### src/rtl/db_pkg.sv
package db_pkg;
  localparam int unsigned DB_W = 32;
  localparam int unsigned NUM_W = 5;
  localparam int unsigned MAP_LSB = 8;
  localparam logic [7:0] OFFS_TRIG = 8'h04;
  localparam logic [7:0] OFFS_CAUSE = 8'h08;
  localparam logic [7:0] OFFS_ENABLE = 8'h0C;
  localparam logic [DB_W-1:0] GRP_IPI = 32'h0000_00FF;
  localparam logic [DB_W-1:0] GRP_MSI = 32'hFFFF_0000;
endpackage

### src/rtl/db_trigger_decode.sv
module db_trigger_decode
  import db_pkg::*;
#(
  parameter int unsigned NUM_CPUS = 4
) (
  input  logic                           valid,
  input  logic [DB_W-1:0]                word,
  output logic [NUM_CPUS-1:0][DB_W-1:0]  set_vec
);
  logic [DB_W-1:0] bit_sel;
  assign bit_sel = DB_W'(1) << word[NUM_W-1:0];

  always_comb begin
    for (int c = 0; c < NUM_CPUS; c++) begin
      set_vec[c] = (valid && word[MAP_LSB + c]) ? bit_sel : '0;
    end
  end
endmodule

### src/rtl/db_cpu_bank.sv
module db_cpu_bank
  import db_pkg::*;
(
  input  logic            clk,
  input  logic            rst,
  input  logic [DB_W-1:0] set_bits,
  input  logic            clr_en,
  input  logic            en_we,
  input  logic [DB_W-1:0] wdata,
  output logic [DB_W-1:0] cause_q,
  output logic [DB_W-1:0] enable_q,
  output logic            ipi_irq,
  output logic            msi_irq
);
  logic [DB_W-1:0] kept;
  logic [DB_W-1:0] live;

  assign kept = clr_en ? (cause_q & wdata) : cause_q;
  assign live = cause_q & enable_q;

  always_ff @(posedge clk) begin
    if (rst) begin
      cause_q  <= '0;
      enable_q <= '0;
      ipi_irq  <= 1'b0;
      msi_irq  <= 1'b0;
    end else begin
      cause_q <= kept | set_bits;
      if (en_we) enable_q <= wdata;
      ipi_irq <= |(live & GRP_IPI);
      msi_irq <= |(live & GRP_MSI);
    end
  end

  logic chk_arm;
  always_ff @(posedge clk) begin
    if (rst) chk_arm <= 1'b0;
    else     chk_arm <= 1'b1;
  end

  p_set_wins_r8: assert property (@(posedge clk) disable iff (rst || !chk_arm)
    (|set_bits) |=> ((cause_q & $past(set_bits)) == $past(set_bits)));

  p_no_spurious_r2: assert property (@(posedge clk) disable iff (rst || !chk_arm)
    1'b1 |=> ((cause_q & ~$past(cause_q) & ~$past(set_bits)) == '0));

  p_ipi_line_r6: assert property (@(posedge clk) disable iff (rst || !chk_arm)
    (|(cause_q & enable_q & GRP_IPI)) |=> ipi_irq);

  p_msi_line_r7: assert property (@(posedge clk) disable iff (rst || !chk_arm)
    (|(cause_q & enable_q & GRP_MSI)) |=> msi_irq);

  p_reserved_quiet_r9: assert property (@(posedge clk) disable iff (rst || !chk_arm)
    ((cause_q & enable_q & (GRP_IPI | GRP_MSI)) == '0) |=> (!ipi_irq && !msi_irq));
endmodule

### src/rtl/doorbell_unit.sv
module doorbell_unit
  import db_pkg::*;
#(
  parameter int unsigned NUM_CPUS = 4,
  parameter int unsigned ADDR_W = 8,
  localparam int unsigned CPU_W = (NUM_CPUS > 1) ? $clog2(NUM_CPUS) : 1
) (
  input  logic                clk,
  input  logic                rst,
  input  logic                bus_valid,
  input  logic                bus_write,
  input  logic [ADDR_W-1:0]   bus_addr,
  input  logic [CPU_W-1:0]    bus_cpu_id,
  input  logic [DB_W-1:0]     bus_wdata,
  output logic [DB_W-1:0]     bus_rdata,
  input  logic                msg_valid,
  input  logic [DB_W-1:0]     msg_data,
  output logic [NUM_CPUS-1:0] ipi_irq,
  output logic [NUM_CPUS-1:0] msi_irq
);
  logic hit_trig, hit_cause, hit_en;
  assign hit_trig  = bus_valid && (bus_addr == ADDR_W'(OFFS_TRIG));
  assign hit_cause = bus_valid && (bus_addr == ADDR_W'(OFFS_CAUSE));
  assign hit_en    = bus_valid && (bus_addr == ADDR_W'(OFFS_ENABLE));

  logic [NUM_CPUS-1:0][DB_W-1:0] set_bus, set_msg;
  logic [NUM_CPUS-1:0][DB_W-1:0] cause_all, enable_all;

  db_trigger_decode #(.NUM_CPUS(NUM_CPUS)) u_dec_bus (
    .valid(hit_trig && bus_write), .word(bus_wdata), .set_vec(set_bus));
  db_trigger_decode #(.NUM_CPUS(NUM_CPUS)) u_dec_msg (
    .valid(msg_valid), .word(msg_data), .set_vec(set_msg));

  for (genvar c = 0; c < NUM_CPUS; c++) begin : g_bank
    logic mine;
    assign mine = (bus_cpu_id == CPU_W'(c));
    db_cpu_bank u_bank (
      .clk(clk), .rst(rst),
      .set_bits(set_bus[c] | set_msg[c]),
      .clr_en(hit_cause && bus_write && mine),
      .en_we(hit_en && bus_write && mine),
      .wdata(bus_wdata),
      .cause_q(cause_all[c]), .enable_q(enable_all[c]),
      .ipi_irq(ipi_irq[c]), .msi_irq(msi_irq[c]));
  end

  logic [DB_W-1:0] rd_mux;
  always_comb begin
    rd_mux = '0;
    for (int c = 0; c < NUM_CPUS; c++) begin
      if (bus_cpu_id == CPU_W'(c)) begin
        if (hit_cause) rd_mux = cause_all[c];
        if (hit_en)    rd_mux = enable_all[c];
      end
    end
  end

  always_ff @(posedge clk) begin
    if (rst) bus_rdata <= '0;
    else if (bus_valid && !bus_write) bus_rdata <= rd_mux;
  end

  p_rdata_zero_r5: assert property (@(posedge clk) disable iff (rst)
    (bus_valid && !bus_write && !hit_cause && !hit_en) |=> (bus_rdata == '0));
endmodule

### config.mk
export PLATFORM = sky130hd
export DESIGN_NAME = doorbell_unit
export DESIGN_NICKNAME = d
export VERILOG_FILES = /design/src/rtl/db_pkg.sv /design/src/rtl/db_trigger_decode.sv /design/src/rtl/db_cpu_bank.sv /design/src/rtl/doorbell_unit.sv
export SDC_FILE = /design/constraint.sdc
export NUM_CORES = 1
export LEC_CHECK = 0
export BUFFER_PORTS_ARGS = -buffer_cell sky130_fd_sc_hd__buf_2
export CORE_MARGIN = 2
export CORE_UTILIZATION = 54
export CTS_CLUSTER_DIAMETER = 50
export DETAILED_ROUTE_END_ITERATION = 10
export PLACE_DENSITY_LB_ADDON = 0.3
export SLEW_MARGIN = 20
export SYNTH_ARGS = -nofsm -noshare
export SYNTH_HDL_FRONTEND = slang
export SYNTH_SLANG_ARGS = --single-unit
### constraint.sdc
create_clock -name clk -period 1.46 [get_ports clk]
set_input_delay 0 -clock clk [delete_from_list [all_inputs] [get_ports clk]]
set_output_delay 0 -clock clk [all_outputs]
set_load 0.005 [all_outputs]
== Word level (Yosys, flattened, before mapping) ==
Cells that the tools add are included.

* Memory bits (read-only): 0
* RAM bits: 0
* Register bits: 296
* Bits in latches: 0
* Bits of input ports: 79
* Memories kept: 0
* Output and inout bits: 40

* Bitwise gates (word level): 16
* Equality and inequality tests: 6
* Reductions and logical operators: 33
* $add $sub $neg: 0
* Multiply operators: 0
* Magnitude comparators: 0
* Multiplexer cells: 24
* Shift-type cells: 2
* Divide/modulo/power cells: 0

{| class="wikitable"
|+ Operators with widths
! kind !! count
|-
| $mux W32 || 24
|-
| $and A32 B32 Y32 || 8
|-
| $or A32 B32 Y32 || 8
|-
| $reduce_or A16 Y1 || 4
|-
| $shl A1 B5 Y32 const A || 2
|-
| $reduce_or A8 Y1 || 4
|-
| $logic_and A1 B1 Y1 || 23
|-
| $eq A8 B4 Y1 const B || 2
|-
| $eq A8 B3 Y1 const B || 1
|-
| $eq A2 B2 Y1 const B || 2
|-
| $eq A2 B1 Y1 const B || 1
|-
| $logic_not A2 Y1 || 1
|-
| $logic_not A1 Y1 || 1
|}

== Logic depth before layout (Yosys ltp) ==
Gate-level depths: netlist of run 1.

* Depth in word-level cells: 14
* Gate-level depth with buffers: 8

== Modules after synthesis ==
Synthesis of run 1 repeated with hierarchy kept, for this count alone.

* Cells, all modules: 1918
* Area total of the unflattened synthesis: 15636.2 sq um

{| class="wikitable"
|+ By module, submodules not included
! module !! area each (sq um) !! cells an instance !! times used
|-
| db_cpu_bank || 2453.6 || 255 || 4
|-
| doorbell_unit || 4127.7 || 550 || 1
|-
| db_trigger_decode || 847.1 || 174 || 2
|}

== Worst setup path after synthesis of run 1 ==
Ideal clock, no wire load.

* Kind: input to register
* From: input port bus_addr[7]
* To: register bus_rdata[12]
* Setup slack: -0.153 ns
* Data arrival time: 1.524 ns
* Cell stages on the path: 5
* Path buffers: 0
* Cells stage by stage: or4_4 or4b_4 nor2_2 a21oi_1 o32ai_2

* Word-level cells in the longest chain between the ends: 14
* Elaborated cells between the ends (all ways): 16
* Classes of those cells: 2 x eq/ne; 12 x mux; 2 x reduce/logical

{| class="wikitable"
|+ Ends and longest elaborated chain
! element !! RTL line !! text
|-
| start: declaration || doorbell_unit.sv:12 || <nowiki>input logic [ADDR_W-1:0] bus_addr,</nowiki>
|-
| $eq A8 B4 Y1 || doorbell_unit.sv:23 || <nowiki>assign hit_cause = bus_valid && (bus_addr == ADDR_W'(OFFS_CAUSE));</nowiki>
|-
| $logic_and A1 B1 Y1 || doorbell_unit.sv:23 ||
|-
| $mux W32 || doorbell_unit.sv:52 || <nowiki>if (hit_cause) rd_mux = cause_all[c];</nowiki>
|-
| $mux W32 || doorbell_unit.sv:53 || <nowiki>if (hit_en) rd_mux = enable_all[c];</nowiki>
|-
| $mux W32 || doorbell_unit.sv:51 || <nowiki>if (bus_cpu_id == CPU_W'(c)) begin</nowiki>
|-
| $mux W32 || doorbell_unit.sv:52 ||
|-
| $mux W32 || doorbell_unit.sv:53 ||
|-
| $mux W32 || doorbell_unit.sv:51 ||
|-
| $mux W32 || doorbell_unit.sv:52 ||
|-
| $mux W32 || doorbell_unit.sv:53 ||
|-
| $mux W32 || doorbell_unit.sv:51 ||
|-
| $mux W32 || doorbell_unit.sv:52 ||
|-
| $mux W32 || doorbell_unit.sv:53 ||
|-
| $mux W32 * || doorbell_unit.sv:51 ||
|-
| end signal: assignment || doorbell_unit.sv:60 || <nowiki>else if (bus_valid && !bus_write) bus_rdata <= rd_mux;</nowiki>
|-
| end: declaration || doorbell_unit.sv:15 || <nowiki>output logic [DB_W-1:0] bus_rdata,</nowiki>
|}

Mark *: on every way between the ends. The rest lies on a longest branch, timed or not.
A chain may end at the register's enable or synchronous reset.

== Worst setup path in the final report of run 1 ==
* From: register g_bank[3].u_bank.enable_q[16]
* To: register g_bank[3].u_bank.msi_irq

* Word-level cells in the longest chain between the ends: 2

{| class="wikitable"
|+ Ends and longest elaborated chain
! element !! RTL line !! text
|-
| start: declaration || db_cpu_bank.sv:11 || <nowiki>output logic [DB_W-1:0] enable_q,</nowiki>
|-
| start signal: assignment || db_cpu_bank.sv:29 || <nowiki>if (en_we) enable_q <= wdata;</nowiki>
|-
| $and A32 B32 Y32 || db_cpu_bank.sv:19 || <nowiki>assign live = cause_q & enable_q;</nowiki>
|-
| $reduce_or A16 Y1 || db_cpu_bank.sv:31 || <nowiki>msi_irq <= |(live & GRP_MSI);</nowiki>
|-
| end signal: assignment || db_cpu_bank.sv:31 ||
|-
| end: declaration || db_cpu_bank.sv:13 || <nowiki>output logic msi_irq</nowiki>
|}

No other way between the ends.

==> impl_metrics.tcl, run 1 <==
set metrics [dict create \
    synth.ff_latch_count 296 \
    hold_slack_ps 25.8 \
    cts_root_buf "clkbuf_16" \
    place.detailed.hpwl_um 38300 \
    leakage_nw 6.56 \
    ys_seq_area_share_pct 40.9 \
    yosys-top-cells-area "dfxtp_1, nand2_1, o221ai_1, a21oi_1, nor2b_1" \
    netlist_area_sq_um 14500 \
    clkPwrFrac_pct 48.2 \
    power_frac_seq_pct 43.7 \
    final_max_slew_viol_count 0 \
    clockBufferDepth 3 \
    synth_edf_count 0 \
    hp-class "input port to register" \
    antenna_found_initial 1 \
    final_cells 2295 \
    cp_max_fo 3 \
    ys_warn_count 0 \
    cts_max_level 2 \
    worst_clock_skew_ps 11.7 \
    post-route-drc-count 0 \
    critical_path_required_ps 1850 \
    drtIter0Drc 2729 \
    peakVddDrop_mv 0.623 \
    final_hold_viol_count 0 \
    drive_gt1_share_pct 18.4 \
    slew_headroom_pct 51.1 \
    grt_first_pass_wirelength_um 88000 \
    ff2ff_path_depth 4 \
    rows 59 \
    pin_count 119 \
    fin_util_pct 68.5 \
    area_growth_pct 23.9 \
    gp_congestion 0.960 \
    die_h_um 168 \
    p_comb_share_pct 8.0 \
    use_met3_pct 13.5 \
    tightestPinTransition_ps 730 \
    grt_start_max_net_pins 104 \
    placed_cells 2205 \
    reg2reg_to "g_bank[3].u_bank.msi_irq" \
    insertion_delay_ps 520 \
    dr.pass1.iters 6 \
    outcome "completed" \
    swShare_pct 24.5 \
    timing.fmax_mhz 693 \
    die_area_sq_um 28200 \
    multiInputGateArea_sq_um 7980 \
    synth_area_leader_cell "dfxtp_1" \
    worst_setup_path_end_kind "register" \
    track_usage_pct 40.3 \
    wl_per_cell_um 25.5 \
    vias_per_cell 6.84 \
    die_w_um 168 \
    numCtsBuffers 36 \
    fillers 2053 \
    grt_busiest_layer "met2" \
    holdPathEnd "g_bank[1].u_bank.enable_q[2]" \
    async_flop_share_pct 0 \
    crit_type "register to register" \
    register_area_sq_um 5930 \
    netlist_instances 1773 \
    grt_util_met1_pct 53.2 \
    post_cts_buffers 0 \
    hp-start "bus_wdata[2]" \
    syn-num-nets 1852 \
    portBuffers 95 \
    cp.arrival_ps 1830 \
    setup_violations 0 \
    cap_violations 0 \
    cts.sinks 296 \
    final.period_utilization_pct 98.8 \
    netSwitchingPower_w 0.00455 \
    r2r-start "g_bank[3].u_bank.enable_q[16]" \
    grt_pass1_vias 15100 \
    diodes 0 \
    power.internal_w 0.0141 \
    min_period_ps 1440 \
    use_met2_pct 60.1 \
    critPathLaunchType "register" \
    min_path_cells 4 \
    postSynthAreaPerCell_sq_um 8.17 \
    finalNetCount 2019 \
    path_clk_slew_ps 60 \
    routed_wirelength_um 58500 \
    final_antenna_net_count 0 \
    vias 15700 \
    core_area_sq_um 26200 \
    yosysUniqueCellTypes 49 \
    synth_flop_cell "dfxtp_1" \
    start_util_pct 55.3 \
    cts_tree "done" \
    gr-total-overflow 0 \
    power_density_nw_per_um2 1040 \
    rsz0062_at_grt "true" \
    yosysTopAreaCellShare_pct 40.9 \
    r2r_slack_ps 20 \
]
## per-layer routing
layer	vias to the layer above	wire length, um	share of wire, %
met2	1325	24600	42
met1	7295	21400	37
met3	296	9520	16
met5	-	12	0.021
li1	6783	-	-
met4	2	3050	5.2
## cell usage in the layout, fill, tap and decap left out, types with 6 or more instances in the layout
master and count:
nand2b_1 37, dlygate4sd3_1 32, o21ai_0 16, clkbuf_8 6, and3_1 16, nor3b_1 6
mux2_2 18, a221oi_1 18, dfxtp_1 295, a211oi_1 6, o21ai_1 128, and2_1 7
o2bb2ai_1 11, nand3_1 8, buf_4 130, buf_12 33, a21oi_1 190, buf_2 93
o32ai_1 11, clkbuf_16 37, nor2_1 16, a32o_1 7, a22o_1 22, mux2i_1 65
o221ai_1 134, nor2b_1 135, a311oi_1 6, nand2_1 366, nor3_1 8, a22oi_1 24
## logic make-up (layout without fill, tap and decap cells)
kind of cell	after synthesis	after routing	synth area share, %
muxes	86	86	6.11
buffers and inverters	164	351	4.67
and+or+nand+nor	613	613	20.1
DFF	296	296	40.9
AOI/OAI and AO/OA	614	614	28.2
## critical path, stage by stage, from the launching register on
cell and delay (ps):
dfxtp_1 350, a22o_1 240, a221oi_1 410, and3_1 230, a31oi_1 70
## per-stage QoR
stage               power (W)  TNS, ps  setup slack [ps]  cell area [sq um]
floorplan             0.00896   -13130              -134              14600
global placement      0.00962   -67250              -340              16400
detailed placement    0.00964   -79840              -424              16400
CTS                    0.0184        0              4.59              17900
global route           0.0189    -2.65             -2.65              18000
finish                 0.0186        0              17.5              18000
## sequential cells by signal (all words and copies together) (netlist names)
signal                  cells
g_bank.u_bank.cause_q     128
g_bank.u_bank.enable_q    128
bus_rdata                  32
g_bank.u_bank.ipi_irq       4
g_bank.u_bank.msi_irq       4
## power groups by stage
stage | logic (W) | registers, W | clock network, W
2_1_floorplan | 0.000658 | 0.00830 | 0
3_3_place_gp | 0.00131 | 0.00831 | 0
3_5_place_dp | 0.00133 | 0.00831 | 0
4_1_cts | 0.00140 | 0.00813 | 0.00891
5_1_grt | 0.00153 | 0.00813 | 0.00929
6_report | 0.00149 | 0.00813 | 0.00897
## final cells by class
type | count | share of cell area, %
Tap cell | 335 | 2.33
Multi-Input combinational cell | 1313 | 44.4
Clock buffer | 46 | 5.62
Inverter | 2 | 0.0418
Timing Repair Buffer | 291 | 13.7
Clock inverter | 12 | 0.857
Sequential cell | 296 | 33.0
## what timing repair did
action	4_1_cts	5_1_grt
hold buffers	32	0
setup endpoints to repair	1	17
gates resized for setup	1	14
pin swaps	0	7
hold endpoints to repair	198	0
## worst max-delay path by stage
| stage | start | endpoint | slack [ps] | depth (start not counted) |
|---|---|---|---|---|
| after floorplan | bus_addr[7] | g_bank[0].u_bank.cause_q[21] | -130 | 6 |
| after global placement | bus_addr[7] | bus_rdata[21] | -340 | 7 |
| after detailed placement | bus_addr[7] | g_bank[1].u_bank.cause_q[31] | -420 | 8 |
| after CTS | g_bank[3].u_bank.enable_q[6] | bus_rdata[6] | 5 | 5 |
| after global routing | g_bank[2].u_bank.cause_q[6] | bus_rdata[6] | -3 | 5 |
| final | g_bank[3].u_bank.enable_q[16] | g_bank[3].u_bank.msi_irq | 20 | 4 |
## cell usage after synthesis, types with 4 or more instances
library cell / instances
o2bb2ai_1: 11
and2_1: 7
dfxtp_1: 296
a211oi_1: 11
a31oi_1: 4
clkbuf_1: 119
a2bb2oi_1: 4
mux2_2: 18
nor3b_1: 6
buf_4: 8
nor2b_1: 135
nor2_1: 16
a311oi_1: 6
nor3_1: 8
a21oi_1: 192
a41oi_1: 4
o21ai_0: 16
a22oi_1: 24
buf_1: 10
o32ai_2: 4
nand2_1: 366
nand3_1: 9
buf_2: 25
o221ai_1: 134
o211ai_1: 4
nand2b_1: 37
a221o_1: 5
and3_1: 16
o31ai_1: 4
a221oi_1: 21
a32o_1: 7
o32ai_1: 11
mux2i_1: 66
o21ai_1: 128
a22o_1: 22
Note: power is estimated with default switching activity, not from simulation.
==> run 2: changes to the inputs <==
- CORE_MARGIN: 2 -> default
- CORE_UTILIZATION: 54 -> 60
- CTS_BUF_LIST: default -> sky130_fd_sc_hd__clkbuf_4 sky130_fd_sc_hd__clkbuf_8 sky130_fd_sc_hd__clkbuf_16
- clock period: 1.46 -> 1.4 ns (I/O delays scaled with it)
==> run 2 against run 1 <==
  * Global-route usage rose by 6.4 points
  * Worst hold slack improved by 16 ps
  * The run now ends with setup timing left
  * Largest cell class unchanged
  * Highest routed layer is now met4
  * Critical endpoint is now g_bank[2].u_bank.cause_q[31]
  * Non-clock buffer count rose by 29
  * Clock power rose by 3.1%
  * Sequential power rose by 4.3%
  * Power rose by 4.1%
  * Flip-flop and latch count did not move
  * First-iteration DRC count rose by 7.0%
  * Critical path depth rose by 4
  * Via count rose by 3.1%
  * Design area rose by 2.2%
  * Combinational power rose by 9%
==> impl_metrics.tcl, run 2 (synthesized netlist as in run 1, its figures left out) <==
set metrics [dict create \
    cts_tree "done" \
    numCtsBuffers 34 \
    grt_start_max_net_pins 129 \
    antenna_found_initial 1 \
    worst_setup_path_end_kind "register" \
    track_usage_pct 46.6 \
    cap_violations 0 \
    setup_violations 2 \
    cts_root_buf "clkbuf_16" \
    area_growth_pct 26.6 \
    hold_slack_ps 42.2 \
    outcome "complete, but fails checks" \
    timing.fmax_mhz 699 \
    rsz0062_at_grt "true" \
    wl_per_cell_um 25.6 \
    final_cell_mix "nand2_1, dfxtp_1, a21oi_1, buf_4, nor2b_1" \
    slew_headroom_pct 57.2 \
    vias_per_cell 7.01 \
    cp.arrival_ps 1810 \
    die_w_um 157 \
    peakVddDrop_mv 0.778 \
    crit_type "input port to register" \
    gp_congestion 0.996 \
    critical_path_required_ps 1780 \
    pin_count 119 \
    finalNetCount 2046 \
    cp_slowest_cell "or4_4" \
    violations "setup timing" \
    tightestPinTransition_ps 642 \
    leakage_nw 6.75 \
    drive_gt1_share_pct 21.8 \
    final_hold_viol_count 0 \
    worstPathCellList "buf_6 > or4_4 > nor4b_4 > buf_4 > nand2_8 > buf_12 > o21ai_2 > o221ai_1" \
    min_period_ps 1430 \
    die_area_sq_um 24800 \
    core_area_sq_um 23600 \
    path_clk_slew_ps 60 \
    cts.sinks 296 \
    insertion_delay_ps 530 \
    final_antenna_net_count 0 \
    post-route-drc-count 0 \
    reg_top3 "g_bank.u_bank.cause_q x128, g_bank.u_bank.enable_q x128, bus_rdata x32" \
    vias 16200 \
    grt_pass1_vias 15100 \
    min_path_cells 4 \
    hp-class "input port to register" \
    grt_first_pass_wirelength_um 86600 \
    start_util_pct 61.4 \
    place.detailed.hpwl_um 38900 \
    final_max_slew_viol_count 0 \
    dr.pass1.iters 6 \
    die_h_um 157 \
    portBuffers 95 \
    routed_wirelength_um 59200 \
    power_density_nw_per_um2 1060 \
    cts_max_level 2 \
    cp_max_fo 9 \
    ff2ff_path_depth 6 \
    fillers 1588 \
    worst_clock_skew_ps 22.4 \
    max_stage_delay_ps 560 \
    layout_commonest_cell "nand2_1" \
    gr-total-overflow 0 \
    finalPower_w 0.0194 \
    rows 56 \
    critPathLaunchType "input port" \
    clockBufferDepth 3 \
    setup_ws_ps -30.1 \
    drtIter0Drc 2920 \
    final.period_utilization_pct 102 \
]
run 2: cell types whose count changed in the layout (fill, tap and decap cells not counted), moves of 3 or more:
| cell | previous run | this run |
|---|---|---|
| a221oi_1 | 18 | 14 |
| a221oi_2 | 3 | 7 |
| buf_4 | 130 | 159 |
| clkbuf_1 | 4 | 0 |
| clkbuf_4 | 0 | 7 |
| clkbuf_8 | 6 | 9 |
| clkinv_2 | 4 | 1 |
| dfxtp_1 | 295 | 283 |
| dfxtp_2 | 1 | 12 |
| o21ai_1 | 128 | 112 |
| o21ai_2 | 0 | 15 |
| o221ai_1 | 134 | 129 |
| o221ai_2 | 0 | 5 |
run 2: final cells by class:
cell class / count / area, sq um / area share (%)
clock buffer: 50 / 1040 / 5.66
sequential: 296 / 5940 / 32.4
multi-input combinational: 1313 / 8150 / 44.4
tap: 319 / 399 / 2.18
inverter: 2 / 7.51 / 0.0409
antenna: 1 / 2.50 / 0.0136
timing repair buffer: 320 / 2680 / 14.6
clock inverter: 9 / 115 / 0.627
run 2: worst max-delay path, delay by kind of cell:
kind / cells / cell delay [ps]
and+or+nand+nor: 3 / 1030
buffers and inverters: 3 / 460
AOI/OAI and AO/OA: 2 / 300
run 2: what timing repair did:
| item | in CTS | in global routing |
|---|---|---|
| buffers inserted | 0 | 1 |
| pin swaps | 3 | 18 |
| hold buffers | 33 | 0 |
| cloned | 0 | 2 |
| hold endpoints to repair | 194 | 0 |
| endpoints found under the setup margin | 5 | 31 |
| resized for setup | 7 | 57 |
run 2: report_power, final:
part           internal, W  total [W]  switching, W
sequential         0.00845    0.00848     0.0000287
combinational     0.000594    0.00163       0.00103
clock              0.00554    0.00925       0.00371
run 2: through the flow:
stage	TNS (ps)	instances	util (%)	worst slack, ps	instance area [sq um]
finish	-41.7	2310	77.7	-30.1	18300
global route	-207	2309	77.7	-31.7	18300
CTS	0	2306	76.5	3.65	18100
detailed placement	-89550	2214	70.1	-486	16500
global placement	-75570	2214	70.1	-429	16500
floorplan	-20820	1773	-	-176	14600
run 2: layer usage:
metal | part of all wire [%] | vias up | track usage [%]
met5 | 0 | - | 1.24
met4 | 6.7 | 0 | 28.1
met3 | 16 | 376 | 15.1
met2 | 41 | 1508 | 67.8
met1 | 36 | 7453 | 59.8
li1 | - | 6857 | -
run 2: worst paths after layout:
kind / from / to / slack [ps]
worst max-delay path: bus_addr[0] / g_bank[2].u_bank.cause_q[31] / -30
worst min-delay path: msg_data[10] / g_bank[2].u_bank.cause_q[14] / 40
worst max register to register: g_bank[3].u_bank.cause_q[16] / bus_rdata[16] / -10
worst min register to register: g_bank[2].u_bank.enable_q[15] / g_bank[2].u_bank.enable_q[15] / 460
